===== src/rtl/nid_pkg.sv =====
package nid_pkg;
  localparam logic [3:0] FN_J    = 4'h0;
  localparam logic [3:0] FN_PFIX = 4'h2;
  localparam logic [3:0] FN_LDC  = 4'h4;
  localparam logic [3:0] FN_NFIX = 4'h6;
  localparam logic [3:0] FN_LDL  = 4'h7;
  localparam logic [3:0] FN_ADC  = 4'h8;
  localparam logic [3:0] FN_STL  = 4'hD;
  localparam logic [3:0] FN_OPR  = 4'hF;

  localparam int OP_REV = 'h00;
  localparam int OP_ADD = 'h05;
  localparam int OP_SUB = 'h0C;

  typedef enum logic [1:0] {
    ST_FETCH,
    ST_EXEC,
    ST_LOAD,
    ST_HALT
  } state_t;

  typedef enum logic [2:0] {
    STK_HOLD,
    STK_PUSH,
    STK_POP,
    STK_SWAP,
    STK_TOPSET,
    STK_POPSET
  } stk_op_t;
endpackage


===== src/rtl/nid_operand.sv =====
module nid_operand
  import nid_pkg::*;
#(
  parameter int DATA_W = 32
) (
  input  logic              clk,
  input  logic              rst_n,
  input  logic              step,
  input  logic [3:0]        fn,
  input  logic [3:0]        nibble,
  output logic [DATA_W-1:0] opnd
);
  logic [DATA_W-1:0] oreg_q;
  logic [DATA_W-1:0] oreg_d;
  logic              oreg_en;

  assign opnd    = oreg_q | DATA_W'(nibble);
  assign oreg_en = step;

  always_comb begin
    oreg_d = '0;
    if (fn == FN_PFIX) begin
      oreg_d = opnd << 4;
    end else if (fn == FN_NFIX) begin
      oreg_d = (~opnd) << 4;
    end
  end

  always_ff @(posedge clk or negedge rst_n) begin
    if (!rst_n) begin
      oreg_q <= '0;
    end else if (oreg_en) begin
      oreg_q <= oreg_d;
    end
  end

  // a non-prefix instruction leaves nothing above the nibble field
  assert_operand_clear_R5: assert property (@(posedge clk) disable iff (!rst_n)
    (step && fn != FN_PFIX && fn != FN_NFIX) |=> (opnd[DATA_W-1:4] == '0));
endmodule


===== src/rtl/nid_stack.sv =====
module nid_stack
  import nid_pkg::*;
#(
  parameter int DATA_W = 32
) (
  input  logic              clk,
  input  logic              rst_n,
  input  stk_op_t           op,
  input  logic [DATA_W-1:0] val,
  output logic [DATA_W-1:0] a,
  output logic [DATA_W-1:0] b,
  output logic [DATA_W-1:0] c
);
  logic [DATA_W-1:0] a_d, b_d, c_d;
  logic              stk_en;

  assign stk_en = (op != STK_HOLD);

  always_comb begin
    a_d = a;
    b_d = b;
    c_d = c;
    unique case (op)
      STK_PUSH: begin
        a_d = val;
        b_d = a;
        c_d = b;
      end
      STK_POP: begin
        a_d = b;
        b_d = c;
      end
      STK_SWAP: begin
        a_d = b;
        b_d = a;
      end
      STK_TOPSET: a_d = val;
      STK_POPSET: begin
        a_d = val;
        b_d = c;
      end
      default: ;
    endcase
  end

  always_ff @(posedge clk or negedge rst_n) begin
    if (!rst_n) begin
      a <= '0;
      b <= '0;
      c <= '0;
    end else if (stk_en) begin
      a <= a_d;
      b <= b_d;
      c <= c_d;
    end
  end

  assert_push_moves_R2: assert property (@(posedge clk) disable iff (!rst_n)
    (op == STK_PUSH) |=> (b == $past(a) && c == $past(b)));

  assert_pop_keeps_c_R8: assert property (@(posedge clk) disable iff (!rst_n)
    (op == STK_POP) |=> (a == $past(b) && c == $past(c)));

  assert_swap_R10: assert property (@(posedge clk) disable iff (!rst_n)
    (op == STK_SWAP) |=> (a == $past(b) && b == $past(a) && c == $past(c)));
endmodule


===== src/rtl/nid_ctrl.sv =====
module nid_ctrl
  import nid_pkg::*;
#(
  parameter int DATA_W     = 32,
  parameter int IADDR_W    = 16,
  parameter int DADDR_W    = 16,
  parameter int IPTR_RESET = 0,
  parameter int WPTR_RESET = 8
) (
  input  logic               clk,
  input  logic               rst_n,
  input  logic [7:0]         imem_rdata,
  input  logic [DATA_W-1:0]  dmem_rdata,
  input  logic [DATA_W-1:0]  opnd,
  input  logic [DATA_W-1:0]  stk_a,
  input  logic [DATA_W-1:0]  stk_b,
  output logic               imem_req,
  output logic [IADDR_W-1:0] imem_addr,
  output logic               dmem_re,
  output logic               dmem_we,
  output logic [DADDR_W-1:0] dmem_addr,
  output logic [DATA_W-1:0]  dmem_wdata,
  output logic               step,
  output logic [3:0]         fn,
  output logic [3:0]         nibble,
  output stk_op_t            stk_op,
  output logic [DATA_W-1:0]  stk_val,
  output logic               error
);
  localparam logic [DATA_W-1:0]  OPC_REV = DATA_W'(OP_REV);
  localparam logic [DATA_W-1:0]  OPC_ADD = DATA_W'(OP_ADD);
  localparam logic [DATA_W-1:0]  OPC_SUB = DATA_W'(OP_SUB);
  localparam logic [DADDR_W-1:0] WPTR    = DADDR_W'(WPTR_RESET);
  localparam logic [IADDR_W-1:0] IPTR0   = IADDR_W'(IPTR_RESET);

  state_t             state_q, state_d;
  logic [IADDR_W-1:0] iptr_q, iptr_d, iptr_inc;
  logic               iptr_en;

  assign fn         = imem_rdata[7:4];
  assign nibble     = imem_rdata[3:0];
  assign step       = (state_q == ST_EXEC);
  assign imem_req   = (state_q == ST_FETCH);
  assign error      = (state_q == ST_HALT);
  assign imem_addr  = iptr_q;
  assign iptr_inc   = iptr_q + IADDR_W'(1);
  assign dmem_addr  = WPTR + opnd[DADDR_W-1:0];
  assign dmem_wdata = stk_a;

  always_comb begin
    state_d = state_q;
    iptr_d  = iptr_inc;
    iptr_en = 1'b0;
    stk_op  = STK_HOLD;
    stk_val = opnd;
    dmem_re = 1'b0;
    dmem_we = 1'b0;
    unique case (state_q)
      ST_FETCH: state_d = ST_EXEC;
      ST_EXEC: begin
        state_d = ST_FETCH;
        iptr_en = 1'b1;
        unique case (fn)
          FN_J:    iptr_d = iptr_inc + opnd[IADDR_W-1:0];
          FN_PFIX, FN_NFIX: ;
          FN_LDC:  stk_op = STK_PUSH;
          FN_LDL: begin
            dmem_re = 1'b1;
            state_d = ST_LOAD;
          end
          FN_ADC: begin
            stk_op  = STK_TOPSET;
            stk_val = stk_a + opnd;
          end
          FN_STL: begin
            dmem_we = 1'b1;
            stk_op  = STK_POP;
          end
          FN_OPR: begin
            if (opnd == OPC_REV) begin
              stk_op = STK_SWAP;
            end else if (opnd == OPC_ADD) begin
              stk_op  = STK_POPSET;
              stk_val = stk_b + stk_a;
            end else if (opnd == OPC_SUB) begin
              stk_op  = STK_POPSET;
              stk_val = stk_b - stk_a;
            end else begin
              iptr_en = 1'b0;
              state_d = ST_HALT;
            end
          end
          default: begin
            iptr_en = 1'b0;
            state_d = ST_HALT;
          end
        endcase
      end
      ST_LOAD: begin
        stk_op  = STK_PUSH;
        stk_val = dmem_rdata;
        state_d = ST_FETCH;
      end
      ST_HALT: ;
      default: state_d = ST_HALT;
    endcase
  end

  always_ff @(posedge clk or negedge rst_n) begin
    if (!rst_n) begin
      state_q <= ST_FETCH;
    end else begin
      state_q <= state_d;
    end
  end

  always_ff @(posedge clk or negedge rst_n) begin
    if (!rst_n) begin
      iptr_q <= IPTR0;
    end else if (iptr_en) begin
      iptr_q <= iptr_d;
    end
  end

  assert_fetch_then_exec_R13: assert property (@(posedge clk) disable iff (!rst_n)
    imem_req |=> step);

  assert_load_three_cycles_R7: assert property (@(posedge clk) disable iff (!rst_n)
    dmem_re |=> (!imem_req ##1 imem_req));

  assert_mem_exclusive_R8: assert property (@(posedge clk) disable iff (!rst_n)
    !(dmem_re && dmem_we));

  assert_halt_sticky_R12: assert property (@(posedge clk) disable iff (!rst_n)
    error |=> (error && $stable(imem_addr)));

  assert_halt_quiet_R12: assert property (@(posedge clk) disable iff (!rst_n)
    error |-> (!imem_req && !dmem_re && !dmem_we && !step));

  assert_jump_target_R9: assert property (@(posedge clk) disable iff (!rst_n)
    (step && fn == FN_J) |=>
      (imem_addr == $past(imem_addr) + IADDR_W'(1) + $past(opnd[IADDR_W-1:0])));
endmodule


===== src/rtl/nibble_decoder.sv =====
module nibble_decoder
  import nid_pkg::*;
#(
  parameter int DATA_W     = 32,
  parameter int IADDR_W    = 16,
  parameter int DADDR_W    = 16,
  parameter int IPTR_RESET = 0,
  parameter int WPTR_RESET = 8
) (
  input  logic               clk,
  input  logic               rst_n,
  output logic               imem_req,
  output logic [IADDR_W-1:0] imem_addr,
  input  logic [7:0]         imem_rdata,
  output logic               dmem_re,
  output logic               dmem_we,
  output logic [DADDR_W-1:0] dmem_addr,
  output logic [DATA_W-1:0]  dmem_wdata,
  input  logic [DATA_W-1:0]  dmem_rdata,
  output logic [DATA_W-1:0]  stk_a,
  output logic [DATA_W-1:0]  stk_b,
  output logic [DATA_W-1:0]  stk_c,
  output logic               error
);
  logic [1:0]        rst_pipe_q;
  logic              rst_sync_n;
  logic              step;
  logic [3:0]        fn;
  logic [3:0]        nibble;
  logic [DATA_W-1:0] opnd;
  stk_op_t           stk_op;
  logic [DATA_W-1:0] stk_val;

  always_ff @(posedge clk or negedge rst_n) begin
    if (!rst_n) begin
      rst_pipe_q <= 2'b00;
    end else begin
      rst_pipe_q <= {rst_pipe_q[0], 1'b1};
    end
  end
  assign rst_sync_n = rst_pipe_q[1];

  nid_ctrl #(
    .DATA_W(DATA_W), .IADDR_W(IADDR_W), .DADDR_W(DADDR_W),
    .IPTR_RESET(IPTR_RESET), .WPTR_RESET(WPTR_RESET)
  ) u_ctrl (
    .clk(clk), .rst_n(rst_sync_n),
    .imem_rdata(imem_rdata), .dmem_rdata(dmem_rdata),
    .opnd(opnd), .stk_a(stk_a), .stk_b(stk_b),
    .imem_req(imem_req), .imem_addr(imem_addr),
    .dmem_re(dmem_re), .dmem_we(dmem_we),
    .dmem_addr(dmem_addr), .dmem_wdata(dmem_wdata),
    .step(step), .fn(fn), .nibble(nibble),
    .stk_op(stk_op), .stk_val(stk_val), .error(error)
  );

  nid_operand #(.DATA_W(DATA_W)) u_operand (
    .clk(clk), .rst_n(rst_sync_n), .step(step),
    .fn(fn), .nibble(nibble), .opnd(opnd)
  );

  nid_stack #(.DATA_W(DATA_W)) u_stack (
    .clk(clk), .rst_n(rst_sync_n), .op(stk_op), .val(stk_val),
    .a(stk_a), .b(stk_b), .c(stk_c)
  );
endmodule


===== config.mk =====
export PLATFORM = sky130hd
export DESIGN_NAME = nibble_decoder
export DESIGN_NICKNAME = d
export VERILOG_FILES = /design/src/rtl/nid_pkg.sv /design/src/rtl/nid_operand.sv /design/src/rtl/nid_stack.sv /design/src/rtl/nid_ctrl.sv /design/src/rtl/nibble_decoder.sv
export SDC_FILE = /design/constraint.sdc
export NUM_CORES = 1
export LEC_CHECK = 0
export BUFFER_PORTS_ARGS = -buffer_cell sky130_fd_sc_hd__buf_2
export CAP_MARGIN = 20
export CORE_MARGIN = 1
export CORE_UTILIZATION = 40
export CTS_BUF_LIST = sky130_fd_sc_hd__clkbuf_4
export DETAILED_ROUTE_END_ITERATION = 10
export HOLD_SLACK_MARGIN = 0.05
export PLACE_DENSITY = 0.61
export SLEW_MARGIN = 10
export SYNTH_ARGS = -nofsm -noshare
export SYNTH_HDL_FRONTEND = slang
export SYNTH_SLANG_ARGS = --single-unit

===== constraint.sdc =====
create_clock -name clk -period 9.15 [get_ports clk]
set_clock_uncertainty 0.2 [all_clocks]
set_input_delay 1.83 -clock clk [delete_from_list [all_inputs] [get_ports clk]]
set_output_delay 1.83 -clock clk [all_outputs]
set_load 0.02 [all_outputs]

==> results by group, run 1 <==
Power and ir drop
  • Combinational Power Share: 66.7%
  • Seq pwr share: 24.0%
  • Sw frac: around 55%
  • NetSw: just over 3000 uW
  • Lkg Pwr: about 0.0074 uW
  • Pwr dens: ~350 mW/mm^2
  • Maximum VDD drop: roughly 170 uV
  • Clock power frac: 9.3%
  • Internal: roughly 2400 uW

Floorplan
  • Die Footprint: roughly 0.037 sq mm
  • Initial Utilization: between 40% and 50%
  • Core area: roughly 0.035 sq mm
  • I/O pin count: 206
  • Die width: roughly 190 um
  • Die Height: roughly 190 um
  • FP Rows: 69

Timing
  • Final Cycle Share: 59.6%
  • Achievable frequency: about 180 MHz
  • Final setup fails: 0
  • Relative slew margins: around a quarter
  • Fin worst setup slack: 3690 ps
  • Slew @ Worst Pin: around 1100 ps
  • Crit path time final: around 5500 ps
  • Max-slew violations: 0
  • Number of hold violations in the final report: 0
  • Total negative slack: 0 ps
  • RSZ-0062 raised after global routing: no

CTS
  • Root Buffer: clkbuf_4
  • Num CTS Buffers: 17
  • CTS tree: yes
  • Sink Count: roughly 140
  • Clock Tree Buf Depth: 2
  • Worst skew pair latency: 650 ps
  • Total number of H-tree levels: 4
  • Hold buffers post-CTS: 1
  • Setup bufs post-CTS: 0
  • Post-cts repair resize count: 0
  • Clock transition at path regs: about 150 ps

GRT
  • GRT Util Overall: a little over a quarter
  • Total global routing overflow: 0
  • Number of global-route vias before repair: roughly 14,000
  • Largest net degree at the start of global routing: 80
  • First-pass GRT wire length: about 77,000 um
  • Initial antenna violation count: 1

Setup path
  • CP max FO: 37
  • Worst path max stage delay: between 600 and 700 ps
  • CP Cell Sequence: buf_2 > and3_1 > nor3b_1 > buf_2
  • Critical path class: in2out
  • WP buf/inv: 2
  • Element type at the critical path start: input port
  • Element type at the critical path end: output pin
  • Most frequent CP cell: buf_2
  • CP required: slightly above 7000 ps
  • Slowest cell on the critical path: buf_2
  • Critical path arrival: 3430 ps
  • CP top delay family: buffers and inverters

Yosys
  • Synth warnings: 0
  • Synth top area share: 25.0%
  • Cells after synthesis: 1,792
  • Ranking of synthesized cells by area: dfrtp_1, ha_1, o21ai_0
  • Synth Cell Area: around 0.014 sq mm
  • Synth Flop Type: dfrtp_1
  • Seq/Total Area, Yosys: 25.0%
  • Net count after synthesis: approximately 2,000
  • Asr flop ratio synth: 100%
  • Post-synth EDFFs: 0
  • Post-synth cell types: 98
  • Leading area contributor after synthesis: dfrtp_1
  • Post-Syn Area per Cell: between 8 and 9 sq um
  • Seq cells post-synth: roughly 140

Placement
  • Routability cong.: slightly above 0.9
  • Port Buffers: slightly above 200
  • Pre-CTS WS: 3350 ps
  • Post-DP HPWL: roughly 37,000 um

Route
  • Vias per inst: around 6.0
  • Via count: 14,200
  • DR DRC count: 0
  • WL final: approximately 50,000 um
  • Wire per inst: about 21 um
  • Antenna Nets Post-Route: 0
  • DRT iter0 DRCs: ~970
  • Total iterations of the first detailed-routing run: 6

Layout
  • Commonest non-fill, non-tap cell in the layout: buf_2
  • Share of cells above drive strength 1: between 10% and 20%
  • Layout Area Growth over Synthesis: 9.63%
  • Most frequent cells in the layout: buf_2, nand2_1, o21ai_0, dfrtp_1, a21oi_1
  • Nets: roughly 2,100

Outcome
  • Status: completed

Hold path
  • Hold WC Path Type: reg2async

Job
  • Max cap viols: 0
[state kept, by name (all words and copies together) (netlist names)]
register / flops
u_stack.c: 32
rst_pipe_q: 2
u_stack.a: 32
u_ctrl.state_q: 2
u_ctrl.imem_addr: 16
u_stack.b: 32
u_operand.oreg_q: 28
[routing by layer]
metal	up-vias	track usage, %	wire length (um)
met2	542	46.4	23800
li1	6715	-	-
met5	-	0	0
met3	116	4.86	3140
met4	0	11.1	1750
met1	6778	33.6	20800
[stage by stage]
stage	utilization [%]	cell area, sq um	hold slack [ps]	total power [uW]	instances
global placement	43.4	15400	2.56	4880	2331
CTS	44.4	15800	174	5450	2364
finish	44.5	15800	159	5470	2366
global route	44.5	15800	197	5910	2366
detailed placement	43.4	15400	4.34	4930	2331
floorplan	-	14400	131	3940	1792
[synth_stat cells, types with 6 or more instances]
| cell type | n |
|---|---|
| a221oi_1 | 22 |
| o221ai_1 | 17 |
| o211ai_1 | 25 |
| mux2_2 | 32 |
| nor3_1 | 31 |
| nor2_1 | 110 |
| clkbuf_1 | 67 |
| nand2b_1 | 19 |
| a211oi_1 | 16 |
| dfrtp_1 | 144 |
| and2_1 | 12 |
| o31ai_1 | 13 |
| ha_1 | 116 |
| a31oi_1 | 31 |
| o21ai_1 | 9 |
| nand3_1 | 69 |
| xor2_1 | 48 |
| a21o_1 | 36 |
| buf_2 | 25 |
| nand4_1 | 12 |
| nand3b_1 | 8 |
| o221a_2 | 6 |
| nand2_1 | 165 |
| o21a_1 | 18 |
| o21bai_1 | 10 |
| a21oi_1 | 125 |
| inv_1 | 109 |
| o21ai_0 | 147 |
| or2_2 | 11 |
| a22oi_1 | 12 |
| mux2i_1 | 40 |
| and3_1 | 19 |
| or3_1 | 9 |
| a221o_1 | 12 |
| xnor2_1 | 53 |
| o22ai_1 | 14 |
| buf_4 | 41 |
| nor2b_1 | 14 |
| nor4_1 | 15 |
[power by group through the flow]
| stage | Sequential, uW | Combinational [uW] | Clock [uW] |
|---|---|---|---|
| 6_report | 1310 | 3650 | 506 |
| 5_1_grt | 1350 | 4030 | 535 |
| 4_1_cts | 1310 | 3610 | 520 |
| 3_5_place_dp | 1330 | 3600 | 0 |
| 3_3_place_gp | 1320 | 3560 | 0 |
| 2_1_floorplan | 1390 | 2550 | 0 |
[final timing paths]
kind / from / endpoint / slack, ps / cells after the start
max in group asynchronous: rst_pipe_q[1]$_DFF_PN0_ / u_stack.a[5]$_DFFE_PN0P_ / 7450 / 1
hold reg to reg: rst_pipe_q[1]$_DFF_PN0_ / u_stack.a[15]$_DFFE_PN0P_ / 160 / 1
setup / recovery: imem_rdata[6] / dmem_we / 3690 / 4
setup reg to reg: u_ctrl.state_q[1]$_DFFE_PN0P_ / u_stack.a[5]$_DFFE_PN0P_ / 4280 / 11
min in group clk: rst_pipe_q[0]$_DFF_PN0_ / rst_pipe_q[1]$_DFF_PN0_ / 170 / 0
hold / removal: rst_pipe_q[1]$_DFF_PN0_ / u_stack.a[15]$_DFFE_PN0P_ / 160 / 1
[cells by family (layout without fill, tap and decap cells)]
logic type	Yosys count	in the layout	synth area share (%)
adders and majority gates	120	120	10.6
AOI/OAI and AO/OA	584	584	27.2
and+or+nand+nor	518	518	17.6
other	1	2	0.0260
buffers and inverters	250	362	8.01
DFF	144	144	25.0
muxes	74	74	5.44
xor gates and xnor gates	101	101	6.14
[area by class of cell]
| type | instances | area (sq um) |
|---|---|---|
| timing repair buffer | 221 | 1170 |
| clock inverter | 14 | 203 |
| clock buffer | 18 | 135 |
| sequential | 144 | 3610 |
| fill | 3608 | 19700 |
| tap | 461 | 577 |
| multi-input combinational | 1398 | 9690 |
| inverter | 109 | 409 |
| antenna | 1 | 2.50 |
Power figures use the tool's default switching activity.
==> run 2, diff against run 1 <==
--- a/config.mk
+++ b/config.mk
@@ -5,6 +5,7 @@
 export SDC_FILE = /design/constraint.sdc
 export NUM_CORES = 1
 export LEC_CHECK = 0
+export ABC_AREA = 1
 export BUFFER_PORTS_ARGS = -buffer_cell sky130_fd_sc_hd__buf_2
 export CAP_MARGIN = 20
 export CORE_MARGIN = 1
@@ -12,7 +13,7 @@
 export CTS_BUF_LIST = sky130_fd_sc_hd__clkbuf_4
 export DETAILED_ROUTE_END_ITERATION = 10
 export HOLD_SLACK_MARGIN = 0.05
-export PLACE_DENSITY = 0.61
+export PLACE_DENSITY = 0.63
 export SLEW_MARGIN = 10
 export SYNTH_ARGS = -nofsm -noshare
 export SYNTH_HDL_FRONTEND = slang
==> constraint.sdc (replaced) <==
create_clock -name clk -period 4.42 [get_ports clk]
set_clock_uncertainty 0.2 [all_clocks]
set_input_delay 0.884 -clock clk [delete_from_list [all_inputs] [get_ports clk]]
set_output_delay 0.884 -clock clk [all_outputs]
set_load 0.02 [all_outputs]
==> results by group, run 2 <==
CTS
  • Total number of H-tree levels: 4 (unchanged)
  • Sink Count: 144 (unchanged)
  • Num CTS Buffers: 17 (unchanged)
  • Setup bufs post-CTS: 0 (unchanged)
  • Worst skew pair latency: 740 ps (+90 ps)
  • Clock transition at path regs: 150 ps (about the same)
  • Root Buffer: clkbuf_4
  • Clock Tree Buf Depth: 2 (unchanged)
  • CTS tree: yes

Route
  • Total iterations of the first detailed-routing run: 6 (unchanged)
  • Vias per inst: 5.51 (-7.9%)
  • Antenna Nets Post-Route: 0 (unchanged)
  • DR DRC count: 0 (unchanged)
  • Wire per inst: 21.6 um (+3.1%)
  • Via count: 19,400 (+37%)
  • DRT iter0 DRCs: 1,870 (+92%)
  • WL final: 76,000 um (+54%)

Power and ir drop
  • Combinational Power Share: 7.0% (-60 points)
  • NetSw: 796 uW (-74%)
  • Pwr Total: 2540 uW (-53%)
  • Maximum VDD drop: 151 uV (-12%)
  • Pwr dens: 139 mW/mm^2 (-60%)
  • Lkg Pwr: 0.00964 uW (+30%)
  • Clock power frac: 40.7% (+31 points)
  • Internal: 1750 uW (-28%)
  • Seq pwr share: 52.3% (+28 points)
  • Sw frac: 31.3% (-24 points)

Yosys
  • Seq/Total Area, Yosys: 21.7% (-3.3 points)
  • Count leader, synth: nand2_1
  • Synth cell count leaders: nand2_1, inv_1, nand3_1
  • Leading area contributor after synthesis: dfrtp_1
  • Cells after synthesis: 2,831 (+58%)
  • Synth Flop Type: dfrtp_1
  • Post-synth cell types: 51 (-48%)
  • Net count after synthesis: 2,993 (+53%)
  • Seq cells post-synth: 144 (unchanged)
  • Synth Cell Area: 0.0166 sq mm (+15%)
  • Synth warnings: 0 (unchanged)
  • Synth top area share: 21.7% (-3.3 points)
  • Post-Syn Area per Cell: 5.86 sq um (-27%)
  • Asr flop ratio synth: 100% (unchanged)
  • Post-synth EDFFs: 0 (unchanged)
  • Ranking of synthesized cells by area: dfrtp_1, nand2_1, ha_1

Floorplan
  • I/O pin count: 206 (unchanged)
  • Initial Utilization: 40.6% (+0.052 points)
  • FP Rows: 74 (+7.2%)
  • Die Height: 206 um (+7.3%)
  • Core area: 0.0408 sq mm (+15%)
  • Die width: 206 um (+7.3%)
  • Die Footprint: 0.0423 sq mm (+15%)

Layout
  • Layout Area Growth over Synthesis: 10.6%
  • Fillers: 4,529 (+26%)
  • Most frequent cells in the layout: nand2_1, inv_1, nand3_1, nor2_1, buf_2
  • Final instance area: 0.0183 sq mm (+16%)
  • Finished Core Util: 44.9% (+0.43 points)
  • Commonest non-fill, non-tap cell in the layout: nand2_1
  • Largest regs: u_stack.a x32, u_stack.b x32, u_stack.c x32
  • Nets: 3,139 (+53%)
  • Share of cells above drive strength 1: 11.7% (-6.3 points)

GRT
  • Initial antenna violation count: 2 (+1)
  • Largest net degree at the start of global routing: 84 (+5.0%)
  • Total global routing overflow: 0 (unchanged)
  • Number of global-route vias before repair: 18,500 (+36%)
  • First-pass GRT wire length: 114,000 um (+48%)
  • GRT Util Overall: 36.5% (+9.3 points)

Setup path
  • CP max FO: 8 (-78%)
  • Worst path max stage delay: 630 ps (-60 ps)
  • CP Cell Sequence: inv_1 > nor4_2 > nand3_1 > nor2_1 > nand3_1 > xor2_1 > buf_2
  • Critical path class: reg2out
  • Element type at the critical path start: register
  • CP required: 3340 ps (-3780 ps)
  • Slowest cell on the critical path: dfrtp_1
  • Critical path arrival: 2950 ps (-480 ps)
  • Most frequent CP cell: nand3_1
  • Element type at the critical path end: output pin
  • CP top delay family: simple AND/OR/NAND/NOR gates
  • WP buf/inv: 2 (unchanged)

Timing
  • Max-slew violations: 0 (unchanged)
  • RSZ-0062 raised after global routing: no
  • Final setup fails: 0 (unchanged)
  • Slew @ Worst Pin: 913 ps (-222 ps)
  • Crit path time final: between 4000 and 5000 ps
  • Number of hold violations in the final report: 0 (unchanged)
  • Relative slew margins: 38.9% (+15 points)
  • Total negative slack: 0 ps (unchanged)
  • Achievable frequency: around 250 MHz
  • Final Cycle Share: about nine tenths

Hold path
  • Hold WC Path Type: reg2reg

Placement
  • Post-DP HPWL: 60,900 um (+65%)
  • Routability cong.: 1.02 (+9.4%)
  • Dpl cell area: 0.0180 sq mm (+17%)
  • Port Buffers: 205 (unchanged)

Job
  • Max cap viols: 0 (unchanged)

Outcome
  • Status: completed
## run 2: through the flow
stage	hold WS [ps]	instances	setup WS, ps
4_1_cts	174	3522	153
5_1_grt	188	3524	139
6_report	172	3525	388
3_5_place_dp	141	3489	560
2_1_floorplan	131	2831	1010
3_3_place_gp	138	3489	668
## run 2: final cells by class
type	count	area (sq um)	area share, %
diodes	3	7.51	0.0409
clock buffers	18	135	0.737
clock inverters	14	184	1.00
inverters	421	1590	8.64
multi-input cells	2137	10700	58.5
flip-flops and latches	144	3610	19.7
well taps	532	666	3.63
repair buffers	256	1420	7.76
## run 2: power by group through the flow
| stage | logic (uW) | registers, uW | clock network [uW] |
|---|---|---|---|
| finish | 178 | 1330 | 1030 |
| global route | 196 | 1330 | 1100 |
| detailed placement | 174 | 1360 | 0 |
| CTS | 176 | 1330 | 1060 |
| global placement | 173 | 1360 | 0 |
| floorplan | 88.9 | 1360 | 0 |
## run 2: path summary, 6_finish.rpt
| check | from | end | slack [ps] | depth (start not counted) |
|---|---|---|---|---|
| max | u_operand.oreg_q[4]$_DFFE_PN0P_ | dmem_addr[14] | 390 | 7 |
| min | rst_pipe_q[0]$_DFF_PN0_ | rst_pipe_q[1]$_DFF_PN0_ | 170 | 0 |
| max reg2reg | u_ctrl.imem_addr[0]$_DFFE_PN0P_ | u_ctrl.imem_addr[15]$_DFFE_PN0P_ | 600 | 21 |
| min reg2reg | rst_pipe_q[0]$_DFF_PN0_ | rst_pipe_q[1]$_DFF_PN0_ | 170 | 0 |
| max in group asynchronous | rst_pipe_q[1]$_DFF_PN0_ | u_stack.c[22]$_DFFE_PN0P_ | 2760 | 1 |
| min in group asynchronous | rst_pipe_q[1]$_DFF_PN0_ | u_ctrl.state_q[0]$_DFFE_PN0P_ | 220 | 0 |
## run 2: per-layer routing
metal / vias up / track usage, % / part of all wire (%)
li1: 9351 / - / -
met5: - / 0 / 0
met2: 834 / 56.0 / 44
met3: 116 / 6.87 / 8.2
met4: 0 / 12.7 / 3.3
met1: 9108 / 50.8 / 45
## run 2: logic make-up after synthesis
| kind of cell | Yosys count | share of synthesized area (%) |
|---|---|---|
| compound gates | 472 | 15.4 |
| xor+xnor | 36 | 1.90 |
| fa+ha+maj | 120 | 9.23 |
| buf+inv | 550 | 13.6 |
| flops | 144 | 21.7 |
| other cells | 1 | 0.0226 |
| simple gates | 1508 | 38.1 |
## run 2: what timing repair did
item	in CTS	in global routing
hold endpoints to repair	2	0
setup endpoints to repair	0	1
hold buffers	1	0
resized for setup	0	1
